[src/rtl/vic_pkg.sv]
package vic_pkg;
  localparam int unsigned VEC_W = 16;
  localparam logic [1:0] LVL_OPEN = 2'b10;
  localparam logic [1:0] LVL_SHUT = 2'b11;

  function automatic logic [VEC_W-1:0] vec_of(input logic [VEC_W-1:0] top,
                                               input logic [VEC_W-1:0] rank);
    return top - (rank << 1);
  endfunction
endpackage

[src/rtl/vic_arbiter.sv]
module vic_arbiter #(
  parameter int unsigned NRANK = 13,
  localparam int unsigned IDW = $clog2(NRANK)
) (
  input  logic [NRANK-1:0] req_i,
  output logic             hit_o,
  output logic [IDW-1:0]   rank_o
);
  always_comb begin
    hit_o  = |req_i;
    rank_o = '0;
    for (int i = NRANK - 1; i >= 0; i--) begin
      if (req_i[i]) rank_o = IDW'(i);
    end
  end
endmodule

[src/rtl/vic_level.sv]
module vic_level
  import vic_pkg::*;
(
  input  logic       clk,
  input  logic       rst,
  input  logic       take_i,
  input  logic       op_en_i,
  input  logic       op_dis_i,
  input  logic       op_ret_i,
  input  logic       op_pop_i,
  input  logic [1:0] load_i,
  output logic [1:0] lvl_o
);
  always_ff @(posedge clk) begin
    if (rst)           lvl_o <= LVL_SHUT;
    else if (take_i)   lvl_o <= LVL_SHUT;
    else if (op_ret_i) lvl_o <= load_i;
    else if (op_pop_i) lvl_o <= load_i;
    else if (op_dis_i) lvl_o <= LVL_SHUT;
    else if (op_en_i)  lvl_o <= LVL_OPEN;
  end
endmodule

[src/rtl/vic_wake.sv]
module vic_wake #(
  parameter int unsigned NRANK = 13,
  parameter logic [NRANK-1:0] EXIT = '1
) (
  input  logic             clk,
  input  logic             rst,
  input  logic             halt_i,
  input  logic [NRANK-1:0] req_i,
  output logic             wake_o
);
  always_ff @(posedge clk) begin
    if (rst) wake_o <= 1'b0;
    else     wake_o <= halt_i && (|(req_i & EXIT));
  end
endmodule

[src/rtl/vic_prio_ctrl.sv]
module vic_prio_ctrl
  import vic_pkg::*;
#(
  parameter int unsigned NMASK = 10,
  parameter logic [15:0] VEC_TOP = 16'hFFFE,
  parameter logic [NMASK+2:0] HALT_EXIT = 13'h199D,
  localparam int unsigned NRANK = NMASK + 3,
  localparam int unsigned IDW = $clog2(NRANK)
) (
  input  logic           clk,
  input  logic           rst,
  input  logic           rst_req_i,
  input  logic           trap_req_i,
  input  logic [NMASK:0] src_req_i,
  input  logic           ack_i,
  input  logic           op_en_i,
  input  logic           op_dis_i,
  input  logic           op_ret_i,
  input  logic           op_pop_i,
  input  logic [1:0]     lvl_load_i,
  input  logic           halt_i,
  output logic           irq_o,
  output logic [15:0]    vec_o,
  output logic [IDW-1:0] src_id_o,
  output logic [1:0]     lvl_o,
  output logic           masked_o,
  output logic           open_o,
  output logic           wake_o
);
  logic             shut;
  logic [NRANK-1:0] raw_req;
  logic [NRANK-1:0] elig_req;
  logic             hit;
  logic [IDW-1:0]   win_rank;
  logic             take;

  assign shut     = (lvl_o == LVL_SHUT);
  assign raw_req  = {src_req_i, trap_req_i, rst_req_i};
  assign elig_req = {src_req_i[NMASK:1] & {NMASK{~shut}}, src_req_i[0], trap_req_i, rst_req_i};
  assign take     = ack_i && hit;
  assign masked_o = shut;
  assign open_o   = ~shut;

  vic_arbiter #(.NRANK(NRANK)) u_arb (
    .req_i(elig_req), .hit_o(hit), .rank_o(win_rank)
  );

  vic_level u_lvl (
    .clk(clk), .rst(rst), .take_i(take),
    .op_en_i(op_en_i), .op_dis_i(op_dis_i), .op_ret_i(op_ret_i), .op_pop_i(op_pop_i),
    .load_i(lvl_load_i), .lvl_o(lvl_o)
  );

  vic_wake #(.NRANK(NRANK), .EXIT(HALT_EXIT)) u_wake (
    .clk(clk), .rst(rst), .halt_i(halt_i), .req_i(raw_req), .wake_o(wake_o)
  );

  always_ff @(posedge clk) begin
    if (rst) begin
      vec_o    <= VEC_TOP;
      src_id_o <= '0;
      irq_o    <= 1'b0;
    end else begin
      irq_o <= hit;
      if (take) begin
        vec_o    <= vec_of(VEC_TOP, VEC_W'(win_rank));
        src_id_o <= win_rank;
      end
    end
  end
endmodule

[config.mk]
export PLATFORM = sky130hd
export DESIGN_NAME = vic_prio_ctrl
export DESIGN_NICKNAME = d
export VERILOG_FILES = /design/src/rtl/vic_pkg.sv /design/src/rtl/vic_arbiter.sv /design/src/rtl/vic_level.sv /design/src/rtl/vic_wake.sv /design/src/rtl/vic_prio_ctrl.sv
export SDC_FILE = /design/constraint.sdc
export NUM_CORES = 1
export LEC_CHECK = 0
export CAP_MARGIN = 30
export CELL_PAD_IN_SITES_DETAIL_PLACEMENT = 1
export CELL_PAD_IN_SITES_GLOBAL_PLACEMENT = 2
export CORE_MARGIN = 1
export CORE_UTILIZATION = 19
export CTS_BUF_LIST = sky130_fd_sc_hd__clkbuf_4 sky130_fd_sc_hd__clkbuf_8
export CTS_CLUSTER_SIZE = 12
export DETAILED_ROUTE_END_ITERATION = 8
export PLACE_DENSITY = 0.93
export SYNTH_ARGS = -nofsm -noshare
export SYNTH_HDL_FRONTEND = slang
export SYNTH_SLANG_ARGS = --single-unit
export TNS_END_PERCENT = 100
[constraint.sdc]
create_clock -name clk -period 3.6 [get_ports clk]
set_input_delay 0.54 -clock clk [delete_from_list [all_inputs] [get_ports clk]]
set_output_delay 0.54 -clock clk [all_outputs]
set_load 0.05 [all_outputs]
==> impl_metrics.json, run 1 <==
{
  "rows": 21,
  "endpoint_kind": "output port",
  "synth_top_family_by_area": "compound AO/OA/AOI/OAI gates",
  "initial_core_util": 0.2067,
  "max_cap_violations": 0,
  "synth-main-ff-cell": "dfxtp_1",
  "cts_setup_buffers": 0,
  "coreArea_um2": 3468,
  "finalPower_w": 0.0004145,
  "p_leak_nw": 0.4440,
  "timing.rr.start": "u_lvl.lvl_o[0]",
  "yosys.area_share.simple": 0.2373,
  "cts-root-buf": "clkbuf_8",
  "yosysUniqueCellTypes": 31,
  "async_flop_share": 0,
  "grt.busiest_layer": "met2",
  "min_path_type": "flip-flop to flip-flop",
  "path_clk_slew_ps": 50,
  "worst_ep_arrival_time_ps": 1830,
  "yosysSeqAreaShare": 0.3351,
  "max_slew_margin": 0.6601,
  "synthAdderAreaFrac": 0,
  "synthCells": 91,
  "yosys.area.top_type": "dfxtp_1",
  "layout-drive-gt1-share": 0.09449,
  "viasPerCell": 4.387,
  "num_antenna_cells": 0,
  "drtAntennaViolNets": 0,
  "antenna_found_initial": 0,
  "area_growth_pct": 56.19,
  "clkSinkCount": 12,
  "drt_iter0_markers": 30,
  "setup_viol": 0,
  "synth-edff-count": 0,
  "timing.final.crit_share": 0.6585,
  "fp.dieW_um": 63.43,
  "multi_input_area_um2": 401.6,
  "synth_area_leaders": "dfxtp_1 (34%), buf_4 (13%), nor2_1 (6.8%), nor3_1 (4.9%), o21a_4 (4.2%)",
  "rsz0062_at_grt": "false",
  "ys_warn_count": 0,
  "use_met3": 0.04348,
  "peakVddDrop_v": 0.00009270,
  "worst_pin_slew_ps": 508.2,
  "fp.dieArea_um2": 4023,
  "globalplace.congestion": 0.8245,
  "synth_commonest_cells": "nor2_1 (13), buf_4 (12), dfxtp_1 (12), nand2_1 (7), nor3_1 (7)",
  "slew_violations": 0,
  "clk_path_buf_depth": 2,
  "syn_area_per_cell_um2": 7.878,
  "setup.worst_path.start": "u_lvl.lvl_o[0]",
  "drc": 0,
  "htree_levels": 1,
  "die_h_um": 63.43,
  "synth-compound-area-share": 0.2600,
  "dr.pass1.iters": 4,
  "run_status": "finished, final reports clean",
  "synth.most_common_cell": "nor2_1",
  "fin_skew_ps": 0.9221,
  "syn_area_um2": 716.9,
  "grt_max_degree": 10,
  "final-hold-violation-count": 0,
  "path_class": "flip-flop to output port",
  "fillers": 435,
  "cts_hold_buf": 0,
  "met1_usage": 0.1303,
  "synth_xor_area_frac": 0,
  "clkLatencyLatePin_ps": 240,
  "power_density_nw_per_um2": 370.2,
  "grt.total_usage": 0.1200,
  "critPathMaxFanout": 6,
  "grt_pass1_vias": 858,
  "required_ps": 3060,
  "fmax_mhz": 421.8,
  "grt_overflow_total": 0,
  "fin_crit_ps": 2371,
  "portBuffers": 36,
  "synth_top_cell_area_share": 0.3351,
  "vias": 759,
  "io_pins": 49,
  "cp-start-kind": "flip-flop",
  "use_met2": 0.2088,
  "cts-resized-gates": 0,
  "wl_per_cell_um": 12.66,
  "grt_pass1_wl_um": 3670,
  "ys_seq_elements": 12,
  "numCtsBuffers": 3,
  "drt-total-wl_um": 2191,
  "nets": 152,
  "cts_tree": "done",
  "hpwl_um": 1811,
  "seq_area_um2": 240.2,
  "synth_mux_area_frac": 0,
  "hold_start": "vec_o[2]",
  "fin_setup_tns_ps": 0
}
## sequential cells by signal, indices dropped and copies added, names as in the netlist
register and cells:
u_wake.wake_o 1, u_lvl.lvl_o 2, vec_o 4, src_id_o 4
irq_o 1
## logic make-up (layout without fill, tap and decap cells)
| kind of cell | count (synthesis) | count (layout) |
|---|---|---|
| and+or+nand+nor | 36 | 36 |
| AOI/OAI and AO/OA | 23 | 23 |
| buffers and inverters | 18 | 44 |
| DFF | 12 | 12 |
| other | 2 | 12 |
## layer usage
metal	share of wire	wire length (µm)
met1	0.43	943
met2	0.48	1044
met3	0.076	167
met4	0.016	36
met5	0	0
## final cells by class
| class | count | share of cell area |
|---|---|---|
| tap | 46 | 0.05140 |
| multi-input combinational | 71 | 0.3587 |
| clock buffer | 3 | 0.03687 |
| sequential | 12 | 0.2145 |
| timing repair buffer | 36 | 0.3218 |
| inverter | 5 | 0.01676 |
## worst max-delay path: stages, from the launching register on
cell and delay [ps]:
dfxtp_1 370, nand2_1 180, inv_1 200, clkdlybuf4s50_1 830
## worst paths after layout
path                                 end  slack, ps  depth (start not counted)
worst max-delay path            masked_o       1230                          3
worst min-delay path            vec_o[2]        450                          2
worst max register to register  vec_o[1]       1960                          6
worst min register to register  vec_o[2]        450                          2
## per-stage QoR
stage | utilization | worst slack (ps) | std cells | hold WS (ps) | area, µm²
after global routing | 0.3229 | 1122 | 173 | 500.5 | 1120
after detailed placement | 0.3110 | 1076 | 170 | 456.5 | 1079
after CTS | 0.3229 | 1221 | 173 | 461.6 | 1120
after global placement | 0.3110 | 1139 | 170 | 450.0 | 1079
after floorplan | - | 1060 | 101 | 657.3 | 754.5
final | 0.3229 | 1229 | 173 | 454.7 | 1120
## power breakdown
group	internal (W)	switching (W)	total, W	leakage, nW
Sequential	0.000141	0.00000443	0.000145	0.0991
Clock	0.0000736	0.0000474	0.000121	0.0216
Combinational	0.0000523	0.0000960	0.000148	0.323
## placed cells by master (no fill, tap or decap), types with 3 or more instances in the layout
cell,count
a21oi_1,3
nand2_1,7
nor3_1,7
nor2_1,13
dfxtp_1,12
clkdlybuf4s50_1,36
o21ai_0,4
inv_1,5
clkbuf_8,3
conb_1,12
(Power assumes the default switching activity.)
==> run 2: changes to the inputs <==
--- a/config.mk
+++ b/config.mk
@@ -9,11 +9,11 @@
 export CELL_PAD_IN_SITES_DETAIL_PLACEMENT = 1
 export CELL_PAD_IN_SITES_GLOBAL_PLACEMENT = 2
 export CORE_MARGIN = 1
-export CORE_UTILIZATION = 19
+export CORE_UTILIZATION = 18
 export CTS_BUF_LIST = sky130_fd_sc_hd__clkbuf_4 sky130_fd_sc_hd__clkbuf_8
 export CTS_CLUSTER_SIZE = 12
 export DETAILED_ROUTE_END_ITERATION = 8
-export PLACE_DENSITY = 0.93
+export PLACE_DENSITY = 0.89
 export SYNTH_ARGS = -nofsm -noshare
 export SYNTH_HDL_FRONTEND = slang
 export SYNTH_SLANG_ARGS = --single-unit
==> constraint.sdc (replaced) <==
create_clock -name clk -period 2.4 [get_ports clk]
set_input_delay 0.36 -clock clk [delete_from_list [all_inputs] [get_ports clk]]
set_output_delay 0.36 -clock clk [all_outputs]
set_load 0.05 [all_outputs]
==> run 2 against run 1 <==
Effect of this change:
- combinational power up 53%
- utilization down 1.4 points
- via count down 2.1%
- sequential share of layout area is 0.70 points lower
- first-iteration DRC count decreased by 63%
- clock power is 80% higher
- total power is 60% higher
- sequential cell count stayed put
- critical path depth unchanged
- clock-buffer cell count grew 1
- final area rose by 3.4%
- die area increased by 5.4%
- critical endpoint unchanged
- largest power group unchanged
- highest routed layer unchanged
==> impl_metrics.json, run 2 (same netlist as run 1, synthesis figures left out) <==
{
  "die_h_um": 65.11,
  "pwr-share-clk": 0.330,
  "fp.dieArea_um2": 4239,
  "fin_skew_ps": 3.448,
  "portBuffers": 36,
  "fin_setup_tns_ps": 0,
  "final_cell_mix": "clkdlybuf4s50_1 (36), nor2_1 (13), conb_1 (12), dfxtp_1 (12), nor3_1 (7)",
  "grt_pass1_vias": 817,
  "wl_met3_um": 123,
  "area_growth_pct": 61.43,
  "initial_core_util": 0.1915,
  "nets": 154,
  "p_leak_nw": 0.4581,
  "viasPerCell": 4.174,
  "hpwl_um": 1791,
  "setup_viol": 0,
  "endpoint_kind": "output port",
  "timing.final.crit_share": 0.8762,
  "pre_cts_ws_ps": 81.91,
  "io_pins": 49,
  "grt_max_degree": 9,
  "rsz0062_at_grt": "false",
  "min_path_type": "flip-flop to flip-flop",
  "cts-resized-gates": 0,
  "fin_crit_ps": 2103,
  "rows": 22,
  "slew_violations": 0,
  "cts-root-buf": "clkbuf_8",
  "worst_ep_arrival_time_ps": 1740,
  "switching_share": 0.3389,
  "coreArea_um2": 3744,
  "path_class": "flip-flop to output port",
  "grt.total_usage": 0.1132,
  "power_density_nw_per_um2": 571.5,
  "grt_pass1_wl_um": 3629,
  "htree_levels": 1,
  "drtAntennaViolNets": 0,
  "layout-drive-gt1-share": 0.1308,
  "route.met2.wl_um": 1052,
  "critPathMaxFanout": 6,
  "final_common_cell": "clkdlybuf4s50_1",
  "clk_path_buf_depth": 2,
  "pwr-share-comb": 0.341,
  "setup_slack_ps": 297.0,
  "cp-start-kind": "flip-flop",
  "cell_internal_pwr_w": 0.0004373,
  "cts_hold_buf": 0,
  "worst_pin_slew_ps": 505.8,
  "clkSinkCount": 12,
  "max_slew_margin": 0.6617,
  "num_antenna_cells": 0,
  "vias": 743,
  "fmax_mhz": 475.5,
  "m1WireLength_um": 951,
  "dr.pass1.iters": 4,
  "wl_per_cell_um": 12.08,
  "cts_tree": "done",
  "max_cap_violations": 0,
  "fp.dieW_um": 65.11,
  "numCtsBuffers": 3,
  "path_clk_slew_ps": 50,
  "drc": 0,
  "highest_layer": "met4",
  "drt_iter0_markers": 11,
  "antenna_found_initial": 0,
  "peakVddDrop_v": 0.0001768,
  "globalplace.congestion": 0.8138,
  "final-hold-violation-count": 0,
  "pwr-share-seq": 0.329,
  "cts_setup_buffers": 0,
  "drt-total-wl_um": 2151,
  "p_sw_w": 0.0002241,
  "clkLatencyLatePin_ps": 240,
  "required_ps": 2040,
  "run_status": "finished, final reports clean",
  "grt_overflow_total": 0,
  "largestRegisters": "src_id_o: 4 flops, vec_o: 4 flops, u_lvl.lvl_o: 2 flops"
}
==> run 2: cell types whose count changed in the layout (fill, tap and decap cells not counted) <==
cell,change
buf_4,+2
clkbuf_8,+1
clkinvlp_4,+1
inv_1,-1
nand2_1,-1
nand2_2,+1
==> run 2: path summary, 6_finish.rpt <==
| check | start | to | cells past startpoint | slack, ps |
|---|---|---|---|---|
| min reg2reg | vec_o[2] | vec_o[2] | 2 | 440 |
| max | u_lvl.lvl_o[1] | masked_o | 3 | 300 |
| max reg2reg | u_lvl.lvl_o[1] | src_id_o[2] | 6 | 810 |
| min | vec_o[2] | vec_o[2] | 2 | 440 |
==> run 2: critical path, stage by stage, from the launching register on <==
cell	delay [ps]
dfxtp_1	400
nand2_2	160
clkinvlp_4	140
clkdlybuf4s50_1	800
==> run 2: layer usage <==
layer  vias up  track usage
li1        371            -
met1       341       0.1249
met2        27       0.1927
met3         4      0.04514
met4         0      0.04620
met5         -            0
==> run 2: through the flow <==
| step | util | cells | total power [W] | instance area (µm²) | hold slack (ps) |
|---|---|---|---|---|---|
| finish | 0.3092 | 178 | 0.0006614 | 1157 | 442.4 |
| global route | 0.3092 | 178 | 0.0007001 | 1157 | 479.4 |
| CTS | 0.3092 | 178 | 0.0006711 | 1157 | 446.0 |
| detailed placement | 0.2945 | 174 | 0.0004476 | 1102 | 436.6 |
| global placement | 0.2945 | 174 | 0.0004460 | 1102 | 440.8 |
| floorplan | - | 101 | 0.0003763 | 760.7 | 478.1 |
==> run 2: layout make-up <==
class,count,area (µm²)
clock buffer,4,55.05
fill,476,2586
multi-input combinational,71,404.1
timing repair buffer,38,375.4
tap,48,60.06
inverter,5,22.52
sequential,12,240.2
==> run 2: power by group through the flow <==
stage / registers [W] / clock network [W] / logic, W
after global placement: 0.000222 / 0 / 0.000224
after floorplan: 0.000261 / 0 / 0.000116
after global routing: 0.000219 / 0.000241 / 0.000239
final: 0.000218 / 0.000218 / 0.000226
after CTS: 0.000218 / 0.000226 / 0.000227
after detailed placement: 0.000222 / 0 / 0.000225
